**config.mk**
```make
export PLATFORM = sky130hd
export DESIGN_NAME = core_boot_pwr_ctrl
export DESIGN_NICKNAME = d
export VERILOG_FILES = /design/src/rtl/cbp_pkg.sv /design/src/rtl/cbp_sync.sv /design/src/rtl/cbp_regfile.sv /design/src/rtl/cbp_wfi_gate.sv /design/src/rtl/core_boot_pwr_ctrl.sv
export SDC_FILE = /design/constraint.sdc
export NUM_CORES = 1
export LEC_CHECK = 0
export BUFFER_PORTS_ARGS = -buffer_cell sky130_fd_sc_hd__buf_4
export CORE_MARGIN = 2
export CORE_UTILIZATION = 55
export CTS_CLUSTER_DIAMETER = 100
export CTS_CLUSTER_SIZE = 16
export DETAILED_ROUTE_END_ITERATION = 7
export PLACE_DENSITY = 0.93
export SYNTH_ARGS = -nofsm -noshare
export SYNTH_HDL_FRONTEND = slang
export SYNTH_SLANG_ARGS = --single-unit
```
**constraint.sdc**
```tcl
create_clock -name clk -period 5.2 [get_ports clk]
set_input_delay 0.26 -clock clk [delete_from_list [all_inputs] [get_ports clk]]
set_output_delay 0.26 -clock clk [all_outputs]
set_load 0.05 [all_outputs]
```
**src/rtl/cbp_pkg.sv**
```systemverilog
package cbp_pkg;
    localparam int WORD_W    = 32;
    localparam int STRB_W    = WORD_W / 8;
    localparam int VEC_W     = 2 * WORD_W;
    localparam int RVEC_BASE = 'h40;
    localparam int RVEC_STEP = 8;
    localparam int PWR_OFS   = 'h90;
    localparam logic [WORD_W-1:0] LO_RESET = 32'hFFFF_0000;
    localparam logic [WORD_W-1:0] HI_RESET = 32'h0000_0000;
endpackage

```
**src/rtl/cbp_sync.sv**
```systemverilog
module cbp_sync #(
    parameter int WIDTH  = 4,
    parameter int STAGES = 2
) (
    input  logic             clk,
    input  logic             rst_n,
    input  logic [WIDTH-1:0] din,
    output logic [WIDTH-1:0] dout
);
    logic [STAGES-1:0][WIDTH-1:0] stage_d, stage_q;

    always_comb begin
        stage_d[0] = din;
        for (int k = 1; k < STAGES; k++) begin
            stage_d[k] = stage_q[k-1];
        end
    end

    always_ff @(posedge clk) begin
        if (!rst_n) stage_q <= '0;
        else        stage_q <= stage_d;
    end

    assign dout = stage_q[STAGES-1];
endmodule

```
**src/rtl/cbp_regfile.sv**
```systemverilog
module cbp_regfile
    import cbp_pkg::*;
#(
    parameter int NUM_CORES = 4,
    parameter int ADDR_W    = 8
) (
    input  logic                        clk,
    input  logic                        rst_n,
    input  logic                        psel,
    input  logic                        penable,
    input  logic                        pwrite,
    input  logic [ADDR_W-1:0]           paddr,
    input  logic [WORD_W-1:0]           pwdata,
    input  logic [STRB_W-1:0]           pstrb,
    output logic [WORD_W-1:0]           prdata,
    output logic [NUM_CORES-1:0]        pd_req,
    output logic [NUM_CORES*VEC_W-1:0]  rst_vec
);
    typedef struct packed {
        logic [NUM_CORES-1:0][WORD_W-1:0] lo;
        logic [NUM_CORES-1:0][WORD_W-1:0] hi;
        logic [NUM_CORES-1:0]             pd;
    } regs_t;

    regs_t st_d, st_q;

    logic                 aligned, wr_fire, pd_hit, any_hit, wr_access;
    logic [NUM_CORES-1:0] lo_hit, hi_hit;

    // address decode
    always_comb begin
        aligned = (paddr[1:0] == 2'b00);
        for (int n = 0; n < NUM_CORES; n++) begin
            lo_hit[n] = aligned && (paddr == ADDR_W'(RVEC_BASE + RVEC_STEP * n));
            hi_hit[n] = aligned && (paddr == ADDR_W'(RVEC_BASE + RVEC_STEP * n + 4));
        end
        pd_hit    = aligned && (paddr == ADDR_W'(PWR_OFS));
        any_hit   = (|lo_hit) || (|hi_hit) || pd_hit;
        wr_access = psel && penable && pwrite;
        wr_fire   = wr_access && (pstrb == '1);
    end

    // next state
    always_comb begin
        st_d = st_q;
        if (wr_fire) begin
            for (int n = 0; n < NUM_CORES; n++) begin
                if (lo_hit[n]) st_d.lo[n] = pwdata;
                if (hi_hit[n]) st_d.hi[n] = pwdata;
            end
            if (pd_hit) st_d.pd = pwdata[NUM_CORES-1:0];
        end
    end

    // read mux
    always_comb begin
        prdata = '0;
        if (psel && !pwrite) begin
            for (int n = 0; n < NUM_CORES; n++) begin
                if (lo_hit[n]) prdata = st_q.lo[n];
                if (hi_hit[n]) prdata = st_q.hi[n];
            end
            if (pd_hit) prdata = WORD_W'(st_q.pd);
        end
    end

    always_ff @(posedge clk) begin
        if (!rst_n) begin
            st_q.lo <= {NUM_CORES{LO_RESET}};
            st_q.hi <= {NUM_CORES{HI_RESET}};
            st_q.pd <= '0;
        end else begin
            st_q <= st_d;
        end
    end

    for (genvar n = 0; n < NUM_CORES; n++) begin : g_vec
        assign rst_vec[n*VEC_W +: VEC_W] = {st_q.hi[n], st_q.lo[n]};
    end

    assign pd_req = st_q.pd;


    strb_ignore_chk: assert property (@(posedge clk) disable iff (!rst_n)
        (wr_access && (pstrb != '1)) |=> $stable(st_q));


    unmapped_write_chk: assert property (@(posedge clk) disable iff (!rst_n)
        (wr_access && !any_hit) |=> $stable(st_q));


    pwr_read_upper_chk: assert property (@(posedge clk) disable iff (!rst_n)
        (psel && !pwrite && pd_hit) |-> (prdata[WORD_W-1:NUM_CORES] == '0));


    rvec_write_only_chk: assert property (@(posedge clk) disable iff (!rst_n)
        !$stable(rst_vec) |-> $past(wr_access));
endmodule

```
**src/rtl/cbp_wfi_gate.sv**
```systemverilog
module cbp_wfi_gate #(
    parameter int NUM_CORES = 4
) (
    input  logic                 clk,
    input  logic                 rst_n,
    input  logic [NUM_CORES-1:0] pd_req,
    input  logic [NUM_CORES-1:0] wfi_sync,
    output logic [NUM_CORES-1:0] wfi_out,
    output logic [NUM_CORES-1:0] pwr_status
);
    typedef struct packed {
        logic [NUM_CORES-1:0] wfi;
        logic [NUM_CORES-1:0] pwr;
    } gate_t;

    gate_t g_d, g_q;

    always_comb begin
        g_d     = g_q;
        g_d.wfi = pd_req & wfi_sync;
        g_d.pwr = pd_req;
    end

    always_ff @(posedge clk) begin
        if (!rst_n) g_q <= '0;
        else        g_q <= g_d;
    end

    assign wfi_out    = g_q.wfi;
    assign pwr_status = g_q.pwr;


    wfi_needs_req_chk: assert property (@(posedge clk) disable iff (!rst_n)
        (g_q.wfi & ~g_q.pwr) == '0);


    pwr_change_chk: assert property (@(posedge clk) disable iff (!rst_n)
        !$stable(g_q.pwr) |-> ($past(pd_req) != $past(g_q.pwr)));
endmodule

```
**src/rtl/core_boot_pwr_ctrl.sv**
```systemverilog
module core_boot_pwr_ctrl
    import cbp_pkg::*;
#(
    parameter int NUM_CORES   = 4,
    parameter int ADDR_W      = 8,
    parameter int SYNC_STAGES = 2
) (
    input  logic                       clk,
    input  logic                       rst_n,
    input  logic                       psel,
    input  logic                       penable,
    input  logic                       pwrite,
    input  logic [ADDR_W-1:0]          paddr,
    input  logic [WORD_W-1:0]          pwdata,
    input  logic [STRB_W-1:0]          pstrb,
    output logic [WORD_W-1:0]          prdata,
    output logic                       pready,
    output logic                       pslverr,
    input  logic [NUM_CORES-1:0]       wfi_in,
    output logic [NUM_CORES-1:0]       wfi_out,
    output logic [NUM_CORES-1:0]       pwr_status,
    output logic [NUM_CORES*VEC_W-1:0] rst_vec
);
    logic [NUM_CORES-1:0] pd_req, wfi_sync;

    cbp_sync #(.WIDTH(NUM_CORES), .STAGES(SYNC_STAGES)) u_sync (
        .clk  (clk),
        .rst_n(rst_n),
        .din  (wfi_in),
        .dout (wfi_sync)
    );

    cbp_regfile #(.NUM_CORES(NUM_CORES), .ADDR_W(ADDR_W)) u_regs (
        .clk    (clk),
        .rst_n  (rst_n),
        .psel   (psel),
        .penable(penable),
        .pwrite (pwrite),
        .paddr  (paddr),
        .pwdata (pwdata),
        .pstrb  (pstrb),
        .prdata (prdata),
        .pd_req (pd_req),
        .rst_vec(rst_vec)
    );

    cbp_wfi_gate #(.NUM_CORES(NUM_CORES)) u_gate (
        .clk       (clk),
        .rst_n     (rst_n),
        .pd_req    (pd_req),
        .wfi_sync  (wfi_sync),
        .wfi_out   (wfi_out),
        .pwr_status(pwr_status)
    );

    assign pready  = 1'b1;
    assign pslverr = 1'b0;
endmodule

```
==> results_dict.tcl <==
set metrics [dict create \
    p_int_w 0.00293 \
    p_per_area_mw_per_mm2 242 \
    maxCapViolations 0 \
    critPathLaunchType "input port" \
    synth_seq_area_share 0.427 \
    post_cts.repair.setup_buffers 0 \
    grt-ovfl-total 0 \
    grt_pass1_vias 12600 \
    async_flop_share 0 \
    clockRootBuffer "clkbuf_16" \
    initialDrtViolationCount 1550 \
    cts_resized 0 \
    io_buffers 348 \
    chipHeight_um 157 \
    cpMaxStageDelayCell "nor4_1" \
    tritoncts "built" \
    drt-pass1-iter-count 6 \
    slowest_delay_ps 1030 \
    vias 13200 \
    grt_use_total 0.382 \
    path_buf_inv 2 \
    vdd_drop_max_mv 0.195 \
    die_area_mm2 0.0248 \
    worst_slew_pin_slew_ps 1100 \
    hold_class "in -> reg" \
    synth_fp_nets 1630 \
    viasPerCell 6.24 \
    crit_type "in -> out" \
    cts_sinks 276 \
    dpl_worst_slack_ps 1760 \
    p_seq_frac 0.550 \
    synthDistinctLibCells 52 \
    crit_path_end_kind "output port" \
    synth_edf_count 0 \
    start_util 0.556 \
    htree_num_levels 1 \
    synth_seq_cells 276 \
    finalSetupTns_ps 0 \
    grt_pass1_wl_mm 72.6 \
    antenna_found_initial 0 \
    final_nets 1856 \
    rsz0062_at_grt "false" \
    ys.warnings.count 0 \
    crit_top_cell "buf_4" \
    status "complete, no violations" \
    finalMaxSlewViolations 0 \
    core-area_mm2 0.0233 \
    fmax_mhz 277 \
    critPathMaxFanout 67 \
    hold_viol 0 \
    setup_ws_ps 1580 \
    synth-main-ff-cell "dfxtp_1" \
    diodes 0 \
    p_leak_nw 6.34 \
    drtAntennaViolNets 0 \
    p_comb_frac 0.067 \
    hold_slack_ps 16.8 \
    drc 0 \
    gp_congestion 0.900 \
    synth_cells 1577 \
    layout_min_cycle_time_ps 3620 \
    numCtsBuffers 21 \
    arrival_ps 3360 \
    switchingPower_w 0.000913 \
    final_common_cell "nand2_1" \
    dp.cells 2095 \
    cp.required_ps 4940 \
    grt_max_degree 128 \
    crit_family "simple AND/OR/NAND/NOR gates" \
    clkPwrFrac 0.382 \
    syn2layout_area_growth_pct 22.8 \
    drt-total-wl_mm 49.5 \
    ctsHoldBuffers 4 \
    switching_share 0.238 \
    cts.path.max_buffers 3 \
    clk_pin_slew_ps 70 \
    finalSetupViolations 0 \
    finalClockSkew_ps 3.94 \
    clk_latency_ps 510 \
    avgSynthCellArea_um2 8.21 \
    drive_gt1_frac 0.248 \
    wl_per_cell_um 23.3 \
    dieWidth_um 157 \
    synth_area_mm2 0.0129 \
    io_pins 351 \
    crit_chain "buf_4 -> nor4_1 -> nand4_1 -> nand2b_2 -> a211oi_1 -> buf_4" \
    dpl.hpwl_mm 31.9 \
    period_share 0.695 \
    fin_cells 2121 \
    final_cell_mix "nand2_1, buf_4, dfxtp_1" \
    postLayoutCoreUtil 0.683 \
    num_rows 56 \
    slew_headroom 0.268 \
]
-- worst reg2reg max path: cells and delay by family, from the launching register on --
family	cells	cell delay, ps
compound gates	1	230
flops	1	410
simple gates	1	60
-- path summary, 6_finish.rpt --
| check | slack (ps) | endpoint | startpoint | cells past startpoint |
|---|---|---|---|---|
| setup / recovery | 1580 | prdata[11] | paddr[2] | 6 |
| setup reg to reg | 4420 | u_regs.rst_vec[74] | u_regs.rst_vec[74] | 2 |
| hold reg to reg | 440 | u_sync.dout[2] | u_sync.stage_d[6] | 1 |
| hold / removal | 20 | u_regs.rst_vec[220] | rst_n | 2 |
-- cell families after synthesis --
group | share of synthesized area
other cells | 0.000580
mux | 0.0841
simple gates | 0.227
compound gates | 0.194
flops | 0.427
buf+inv | 0.0676
-- power by group through the flow --
| stage | Sequential, W | Clock, W | Combinational (W) |
|---|---|---|---|
| detailed placement | 0.00216 | 0 | 0.000246 |
| global placement | 0.00216 | 0 | 0.000242 |
| global route | 0.00211 | 0.00154 | 0.000269 |
| finish | 0.00211 | 0.00147 | 0.000259 |
| CTS | 0.00212 | 0.00146 | 0.000249 |
| floorplan | 0.00216 | 0 | 0.000170 |
-- routing by layer --
| layer | track usage | vias up | share of wire |
|---|---|---|---|
| li1 | - | 5759 | - |
| met1 | 0.477 | 6217 | 0.37 |
| met2 | 0.604 | 1030 | 0.45 |
| met3 | 0.0928 | 222 | 0.13 |
| met4 | 0.214 | 0 | 0.055 |
| met5 | 0 | - | 0 |
-- per-stage QoR --
stage,cell area [µm²],power (W)
2_1_floorplan,12900,0.00233
3_3_place_gp,15300,0.00241
3_5_place_dp,15300,0.00241
4_1_cts,15900,0.00382
5_1_grt,15900,0.00392
6_report,15900,0.00384
-- synth_stat cells, drive strengths merged (2+ instances only) --
cell     number  share of area
conb          2        0.00058
o2bb2ai      13          0.010
and3          7         0.0034
mux2         28          0.024
a221oi        4         0.0027
nor4b         2         0.0018
nand2       476           0.14
o221ai       13         0.0088
nand4         2        0.00097
or4b          2         0.0018
nor2b        56          0.027
a221o         2         0.0015
or2           3         0.0016
inv           2        0.00058
or3           5         0.0024
a21oi        52          0.020
nor2         20         0.0060
nand3        71          0.027
o22ai         7         0.0034
nor3          8         0.0050
clkbuf       78          0.023
dfxtp       276           0.43
a21boi      160          0.093
and2         13         0.0063
mux2i        75          0.058
o32a         13          0.010
o21ai        44          0.017
o21a         13         0.0075
nand2b        4         0.0019
buf          87          0.044
a211oi       28          0.016
-- registers in the layout (all words and copies together), names as in the netlist --
name / flops
u_regs.pd_req: 4
u_regs.rst_vec: 256
u_sync.stage_d: 4
u_gate.pwr_status: 4
u_gate.wfi_out: 4
u_sync.dout: 4
-- final cells by class --
cell class              count  area (µm²)
fillers                  1817        7370
multi-input cells        1134        6640
flip-flops and latches    276        5530
repair buffers            368        2780
clock buffers              21         526
well taps                 319         399
clock inverters             1        16.3
inverters                   2        7.51
Note: power is estimated with default switching activity, not from simulation.
